<file path="config.mk">
export PLATFORM = sky130hd
export DESIGN_NAME = flowhash_gen
export DESIGN_NICKNAME = d
export VERILOG_FILES = /design/src/rtl/flowhash_pkg.sv /design/src/rtl/flowhash_keysel.sv /design/src/rtl/flowhash_mix.sv /design/src/rtl/flowhash_oreg.sv /design/src/rtl/flowhash_gen.sv
export SDC_FILE = /design/constraint.sdc
export NUM_CORES = 1
export LEC_CHECK = 0
export ABC_CLOCK_PERIOD_IN_PS = 1720
export BUFFER_PORTS_ARGS = -buffer_cell sky130_fd_sc_hd__buf_2
export CAP_MARGIN = 20
export CORE_AREA = 2 2 122 124
export CTS_CLUSTER_SIZE = 30
export DETAILED_ROUTE_END_ITERATION = 8
export DIE_AREA = 0 0 124 126
export PLACE_DENSITY = 0.77
export SYNTH_ARGS = -nofsm -noshare
export SYNTH_HDL_FRONTEND = slang
export SYNTH_SLANG_ARGS = --single-unit
</file>
<file path="constraint.sdc">
create_clock -name clk -period 1.72 [get_ports clk]
set_clock_uncertainty 0.2 [all_clocks]
set_input_delay 0.172 -clock clk [delete_from_list [all_inputs] [get_ports clk]]
set_output_delay 0.172 -clock clk [all_outputs]
set_load 0.02 [all_outputs]
</file>
<file path="src/rtl/flowhash_pkg.sv">
package flowhash_pkg;
   localparam int unsigned WORD_W   = 32;
   localparam int unsigned ADDR_W   = 4 * WORD_W;

   typedef enum logic [2:0] {
      FK_NAPT4   = 3'd0,
      FK_ROUTE4  = 3'd1,
      FK_BRIDGE  = 3'd2,
      FK_TUN4IN6 = 3'd3,
      FK_ROUTE6A = 3'd4,
      FK_ROUTE6B = 3'd5,
      FK_RSVD    = 3'd6,
      FK_TUN6IN4 = 3'd7
   } flow_kind_e;

   typedef struct packed {
      logic [WORD_W-1:0] w1;
      logic [WORD_W-1:0] w2;
      logic [WORD_W-1:0] w3;
   } mix_words_t;
endpackage

</file>
<file path="src/rtl/flowhash_keysel.sv">
module flowhash_keysel
   import flowhash_pkg::*;
(
   input  logic [2:0]        kind,
   input  logic [ADDR_W-1:0] src,
   input  logic [ADDR_W-1:0] dst,
   input  logic [WORD_W-1:0] ports,
   output mix_words_t        words,
   output logic              unsup
);
   logic [WORD_W-1:0] s_w [4];
   logic [WORD_W-1:0] d_w [4];

   for (genvar k = 0; k < 4; k++) begin : g_split
      assign s_w[k] = src[WORD_W*k +: WORD_W];
      assign d_w[k] = dst[WORD_W*k +: WORD_W];
   end

   // bridged MAC halves
   logic [15:0]       smac_lo, dmac_lo;
   logic [WORD_W-1:0] smac_hi, dmac_hi;
   assign smac_hi = s_w[0];
   assign smac_lo = s_w[1][15:0];
   assign dmac_hi = d_w[0];
   assign dmac_lo = d_w[1][15:0];

   always_comb begin
      words = '0;
      unsup = 1'b0;
      case (flow_kind_e'(kind))
         FK_BRIDGE: begin
            words.w1 = {16'h0, smac_lo} ^ {smac_hi[15:0], 16'h0};
            words.w2 = {16'h0, smac_hi[31:16]} ^ {16'h0, dmac_lo};
            words.w3 = dmac_hi;
         end
         FK_NAPT4, FK_ROUTE4: begin
            words.w1 = ports;
            words.w2 = d_w[0];
            words.w3 = s_w[0];
         end
         FK_ROUTE6A, FK_ROUTE6B: begin
            words.w1 = s_w[3] ^ d_w[3] ^ ports;
            words.w2 = s_w[2] ^ d_w[2] ^ d_w[0];
            words.w3 = s_w[1] ^ d_w[1] ^ s_w[0];
         end
         default: unsup = 1'b1;
      endcase
   end
endmodule

</file>
<file path="src/rtl/flowhash_mix.sv">
module flowhash_mix
   import flowhash_pkg::*;
#(
   parameter int unsigned IDX_W = 14,
   parameter int unsigned ROT   = 8,
   parameter int unsigned FOLD  = 16
) (
   input  mix_words_t       words,
   input  logic             unsup,
   output logic [IDX_W-1:0] idx
);
   if (ROT < 1 || ROT > WORD_W - 1) begin : g_bad_rot
      $error("flowhash_mix: ROT out of range");
   end
   if (FOLD < 1 || FOLD > WORD_W - 1) begin : g_bad_fold
      $error("flowhash_mix: FOLD out of range");
   end

   logic [WORD_W-1:0] sel, rot, xsum, fold;

   // bitwise select: w2 where w1 is set, w3 elsewhere
   for (genvar b = 0; b < WORD_W; b++) begin : g_sel
      assign sel[b] = words.w1[b] ? words.w2[b] : words.w3[b];
   end

   assign rot  = (sel << ROT) | (sel >> (WORD_W - ROT));
   assign xsum = rot ^ words.w1 ^ words.w2 ^ words.w3;
   assign fold = xsum ^ (xsum >> FOLD);

   assign idx = unsup ? {IDX_W{1'b1}} : IDX_W'({fold, 1'b0});
endmodule

</file>
<file path="src/rtl/flowhash_oreg.sv">
module flowhash_oreg #(
   parameter int unsigned IDX_W = 14
) (
   input  logic             clk,
   input  logic             rst_n,
   input  logic             vld_i,
   input  logic [IDX_W-1:0] idx_i,
   input  logic             err_i,
   output logic             vld_o,
   output logic [IDX_W-1:0] idx_o,
   output logic             err_o
);
   always_ff @(posedge clk or negedge rst_n) begin
      if (!rst_n) begin
         vld_o <= 1'b0;
         idx_o <= '0;
         err_o <= 1'b0;
      end else begin
         vld_o <= vld_i;
         if (vld_i) begin
            idx_o <= idx_i;
            err_o <= err_i;
         end
      end
   end
endmodule

</file>
<file path="src/rtl/flowhash_gen.sv">
module flowhash_gen
   import flowhash_pkg::*;
#(
   parameter int unsigned IDX_W = 14,
   parameter int unsigned ROT   = 8,
   parameter int unsigned FOLD  = 16
) (
   input  logic             clk,
   input  logic             rst_n,
   input  logic             in_valid,
   input  logic [2:0]       in_kind,
   input  logic [127:0]     src_addr,
   input  logic [127:0]     dst_addr,
   input  logic [31:0]      l4_ports,
   output logic             out_valid,
   output logic [IDX_W-1:0] out_idx,
   output logic             out_err
);
   if (IDX_W < 2 || IDX_W > WORD_W) begin : g_bad_idx
      $error("flowhash_gen: IDX_W out of range");
   end

   mix_words_t       words;
   logic             unsup;
   logic [IDX_W-1:0] idx_c;

   flowhash_keysel u_sel (
      .kind  (in_kind),
      .src   (src_addr),
      .dst   (dst_addr),
      .ports (l4_ports),
      .words (words),
      .unsup (unsup)
   );

   flowhash_mix #(.IDX_W(IDX_W), .ROT(ROT), .FOLD(FOLD)) u_mix (
      .words (words),
      .unsup (unsup),
      .idx   (idx_c)
   );

   flowhash_oreg #(.IDX_W(IDX_W)) u_reg (
      .clk   (clk),
      .rst_n (rst_n),
      .vld_i (in_valid),
      .idx_i (idx_c),
      .err_i (unsup),
      .vld_o (out_valid),
      .idx_o (out_idx),
      .err_o (out_err)
   );
endmodule

</file>
* After elaboration in Yosys (flattened, before gate mapping)
Index checks and enable logic that the tools add are counted.
Widths: inputs -> output; s select.
** Storage, ports and cells
- Bits in read-only memories :: 0
- Latch bits :: 0
- Memory bits (writable) :: 0
- Memories kept :: 0
- Input port bits :: 294
- Logic and storage cells :: 56
- Flip-flop bits (word level) :: 16
** Operators by class
- Add/sub/neg operators :: 0
- Reductions and logical operators :: 4
- Multiplexer cells :: 32
- Div/mod/pow operators :: 0
- Eq/ne operators :: 4
- Shift-type cells :: 0
- $lt $le $gt $ge :: 0
- Bitwise gates (word level) :: 13
- Multipliers :: 0
** Operators by type and width (count)
- $pmux 96 s3 :: 1
- $xor 32x32->32 :: 6
- $xor 29x29->29 :: 3
- $xor 16x32->32 :: 1
- $mux 1 :: 30
- $or 29x8->29 :: 1
- $xor 16x16->16 :: 1
- $mux 14 :: 1
- $xor 13x13->13 :: 1
- $eq 3x3->1 const B :: 2
- $reduce_or 5->1 :: 1
- $reduce_or 2->1 :: 2
- $eq 3x1->1 const B :: 1
- $eq 3x2->1 const B :: 1
- $logic_not 3->1 :: 1

* Logic depth before layout (Yosys ltp)
- Depth after elaboration :: 10
- Mapped depth :: 11

* By module
A second synthesis with hierarchy kept.
** Second synthesis, totals
- Cells, all modules :: 758
- Area total of the unflattened synthesis :: 5780.5 µm²
** By module, submodules not included
- flowhash_keysel :: instances 1, cells each 606, area an instance 3927.5 µm²
- flowhash_mix :: instances 1, cells each 119, area an instance 1214.9 µm²
- flowhash_oreg :: instances 1, cells each 33, area an instance 638.1 µm²

* Worst setup path before layout
OpenSTA, ideal clock, no wires.
- Kind :: input to register
- Start point :: input in_kind[1]
- End point :: register u_reg.idx_o[3]
- Cell stages on the path :: 8
- Data arrival time :: 1.852 ns
- Required time :: 1.399 ns
- Path buffers :: 1
- Slack :: -0.453 ns
- Setup time :: 0.121 ns
- Path through :: nand2b_1 buf_4 o31a_1 and3_1 a311oi_2 xnor2_1 xnor3_1 o22a_1
** On the way
- Longest elaborated chain between the ends :: 10
** RTL lines
- start: declaration :: RTL line flowhash_gen.sv:11 : input logic [2:0] in_kind,
- $eq 3x3->1 (tied with other cells) :: RTL line flowhash_keysel.sv:30 : case (flow_kind_e'(kind))
- $reduce_or 2->1
- $pmux 96 s3 :: RTL line flowhash_keysel.sv:30
- $mux 1 :: RTL line flowhash_mix.sv:23 : assign sel[b] = words.w1[b] ? words.w2[b] : words.w3[b];
- $or 29x8->29 :: RTL line flowhash_mix.sv:26 : assign rot = (sel << ROT) | (sel >> (WORD_W - ROT));
- $xor 29x29->29 (3 in series) :: RTL line flowhash_mix.sv:27 : assign xsum = rot ^ words.w1 ^ words.w2 ^ words.w3;
- $xor 13x13->13 :: RTL line flowhash_mix.sv:28 : assign fold = xsum ^ (xsum >> FOLD);
- $mux 14 (*) :: RTL line flowhash_mix.sv:30 : assign idx = unsup ? {IDX_W{1'b1}} : IDX_W'({fold, 1'b0});
- end signal: assignment :: RTL line flowhash_oreg.sv:21 : idx_o <= idx_i;
- end: declaration :: RTL line flowhash_oreg.sv:10 : output logic [IDX_W-1:0] idx_o,
Mark *: on every way between the ends. The rest lies on a longest branch, timed or not.
A chain may end at the register's enable or synchronous reset.

* Worst setup path after layout
- Start point :: input in_kind[1]
- End point :: register u_reg.idx_o[10]
Same word-level chain as after synthesis.

==> summary.md <==
| Metric | Value |
|---|---|
| Final count of negative-setup-slack endpoints | 13 |
| Hold depth | 1 |
| Syn. warnings | 0 |
| Power per unit of standard cell area | 536.6 nW/um2 |
| Wire length of the first global-routing pass | about 33000 um |
| Critical path launch point type | input port |
| Synth Register Bits | 15 |
| Count of mapped cells out of synthesis | about 730 |
| Period Utilization, post-route | 1.238 |
| Filler Cell Count | approximately 1300 |
| Share of the yosys chip area belonging to registers | 0.06801 |
| Routed via count divided by cell count | between 5 and 6 |
| DIE AREA | 15620 um2 |
| Required time reported for the critical path endpoint | 1.65 ns |
| Worst r2r src | u_reg.idx_o[7]$_DFFE_PN0P_ |
| Result of the run | complete, but fails checks |
| CTS H-Tree Depth | 1 |
| Worst-Margin Slew | 0.3864 ns |
| Share of cells above drive strength 1 | 0.4675 |
| Critical setup path kind | input port to flip-flop |
| Slew Limit Fails | 0 |
| Number of cell rows | 44 |
| Failing checks | negative setup slack |
| Total gr overflow | 0 |
| FFs w/ async S/R, synth | 1.000 |
| Largest area contributor in the synthesized netlist | xnor2_1 |
| Total routing resource utilization after global routing | 0.2636 |
| Slew HR | 0.7424 |
| Number of buffers between clock root and the deepest sink | 2 |
| Clock latency of the later-clocked register in the worst-skew pair | roughly 0.25 ns |
| Total area of sequential cells | 375.4 um2 |
| Area of the core | 14310 um2 |
| Starting DRT DRC Count | ~360 |
| Worst-path clk slew | 0.05 ns |
| Net count after synthesis | ~1000 |
| Number of remaining DRC errors | 0 |
| Antenna violations before repair | 2 |
| Fraction of power spent switching nets | 0.4223 |
| Horizontal extent of the die | between 100 and 150 um |
| Die height | around 130 um |
| Post-detailed-routing wire length | 22500 um |
| Count of nets after finishing | 1450 |
| Growth of design area from synthesis to finish | 61.39% |
| Logic depth of the worst register-to-register path | 1 |
| TritonCTS clock tree | yes |
| IO Port Bufs | around 310 |
| Worst-case setup margin in the final layout | -0.4089 ns |
| Setup repair after global routing missed its margin | true |
| Portion of total power attributed to sequential cells | 0.122 |
| I/O pin count | 310 |
| R2R setup slack | between 0.8 and 0.9 ns |
| Vias post-DR | 7111 |
| Hold Violations, Final | 0 |
| Leakage | ~0.004 uW |
| Main flop type after synthesis | dfrtp_1 |
| Final Power | between 4000 and 5000 uW |
| First-pass detailed-route iteration total | 7 |
| Reg-to-Reg End | u_reg.idx_o[7]$_DFFE_PN0P_ |
| Worst hold-check path type | input port to flip-flop |
| Post-Syn Area | 5519 um2 |
| Share of the synthesized area in the top cell type | 0.2476 |
| Total half-perimeter wirelength after legalization and detailed placement | roughly 18000 um |
| Distinct cells, synth | 57 |
| CTS Buf Count | 3 |
| NetSw | about 2000 uW |
| Routed len/inst | about 17 um |
| IR Drop Worst-Case VDD | 0.0003435 V |
| CP max FO | 6 |
| Internal power contribution | around 2800 uW |
| Maximum number of pins on one net before global-route repair | 45 |
| Root Driver | clkbuf_16 |
| Synthesized area divided by synthesized cell count | ~7.5 um2 |
| Combinational power share | 0.780 |
| RD Place Congestion | between 0.9 and 1 |
| Largest cells by area after synthesis | xnor2_1 25%, xor2_1 8.4%, dfrtp_1 6.8% |
| Final Util | 0.6223 |
| Worst min-delay path startpoint | in_valid |
| Max Cap Violations | 0 |
| Number of flops mapped to enable cells by yosys | 0 |
| Fraction of power consumed by the clock network | 0.098 |
| Hold_ws | 0.03557 ns |
| Number of nets with antenna violations after detailed routing | 0 |
| Hold path endpoint | u_reg.vld_o$_DFF_PN0_ |
| Arrival time at the worst endpoint | between 2 and 2.5 ns |
| Clock period minus final worst setup slack | around 2.1 ns |
| Number of clock sinks | 15 |
| Starting utilization of the core area | 0.3856 |
| Timing-limited maximum frequency | around 470 MHz |
| Type of destination of the critical path | flip-flop |
| Area of the multi-input gates | 5151 um2 |
| Vias in the first global route | a little under 7000 |
-- worst max-delay path, cell delays in order --
cell	delay, ns
buf_12	0.11
nor2b_4	0.15
buf_4	0.18
a21o_1	0.17
a221oi_2	0.30
mux2i_2	0.14
xnor3_1	0.36
xor2_1	0.16
xnor2_1	0.14
o22a_1	0.17
-- power by group through the flow --
stage	logic [uW]	clock network, uW	registers, uW
final	3730	467	585
after global routing	4000	501	606
after CTS	3580	478	586
after detailed placement	3480	0	592
after global placement	3420	0	590
after floorplan	2000	0	767
-- how the worst max path moves through the flow --
| stage | cells past startpoint | endpoint | slack (ns) | from |
|---|---|---|---|---|
| 3_5_place_dp | 10 | u_reg.idx_o[8]$_DFFE_PN0P_ | -0.65 | in_kind[1] |
| 5_1_grt | 10 | u_reg.idx_o[10]$_DFFE_PN0P_ | -0.49 | in_kind[2] |
| 2_1_floorplan | 10 | u_reg.idx_o[11]$_DFFE_PN0P_ | -0.38 | in_kind[1] |
| 4_1_cts | 11 | u_reg.idx_o[12]$_DFFE_PN0P_ | -0.35 | in_kind[1] |
| 6_report | 10 | u_reg.idx_o[10]$_DFFE_PN0P_ | -0.41 | in_kind[1] |
| 3_3_place_gp | 12 | u_reg.idx_o[8]$_DFFE_PN0P_ | -0.63 | in_kind[2] |
-- flip-flops by register name, indices dropped and copies added, names as in the netlist --
register,cells
u_reg.idx_o,14
u_reg.vld_o,1
-- area by class of cell --
cell class	count	area share
multi-input cells	669	0.5783
repair buffers	463	0.3420
flip-flops and latches	15	0.04214
well taps	184	0.02585
inverters	4	0.002248
clock buffers	4	0.008850
diodes	2	0.0005619
-- logic make-up after synthesis --
family,synth area share
mux,0.04013
buf+inv,0.05305
flops,0.06801
simple gates,0.1947
xor+xnor,0.3684
compound gates,0.2757
-- cells in the mapped netlist (15+ instances only) --
master and instances:
nor2b_1 40, xor2_1 53, mux2i_1 21, o22ai_1 21
a22oi_1 23, dfrtp_1 15, a21oi_1 59, o21ai_0 22
nor2_1 57, nor3_1 41, buf_2 22, nand2_1 39
xnor2_1 156, or3_1 15
-- layer usage --
layer	part of all wire	track usage	up-vias	routed length [um]
met1	0.38	0.3064	3246	8631
met3	0.067	0.02129	60	1511
met5	0	0	-	0
met4	0.038	0.1018	0	847
met2	0.51	0.4916	341	11510
li1	-	-	3464	-
-- cells in the final DEF, fill, tap and decap left out, types with 9 or more instances in the layout --
cell type,instances
xor2_1,53
nor2_1,55
or3_1,15
o22ai_1,15
xnor2_1,150
buf_12,14
a21o_1,13
nand2_1,38
nor3_1,32
buf_4,118
xnor3_1,9
mux2i_1,20
nor3_2,9
a221oi_2,9
buf_6,17
dfrtp_1,15
o21ai_0,20
nor2b_1,38
o22a_1,13
buf_2,306
a22oi_1,17
a21oi_1,51
-- repair_timing --
action / 4_1_cts / 5_1_grt
cloned: 1 / 4
setup buffers: 4 / 21
pin swaps: 33 / 42
gates resized for setup: 37 / 49
endpoints found under the setup margin: 13 / 13
hold endpoints to repair: 15 / 0
hold buffers: 1 / 0
-- per-stage QoR --
| stage | std cells | worst slack [ns] | setup TNS [ns] | area, um2 |
|---|---|---|---|---|
| 3_3_place_gp | 1307 | -0.6346 | -7.481 | 8150 |
| 3_5_place_dp | 1307 | -0.6527 | -7.936 | 8150 |
| 6_report | 1341 | -0.4089 | -4.528 | 8907 |
| 5_1_grt | 1341 | -0.4885 | -5.569 | 8907 |
| 4_1_cts | 1316 | -0.3521 | -3.944 | 8482 |
| 2_1_floorplan | 731 | -0.3839 | -3.778 | 5644 |
No activity file was read; power rests on OpenSTA's default activity.
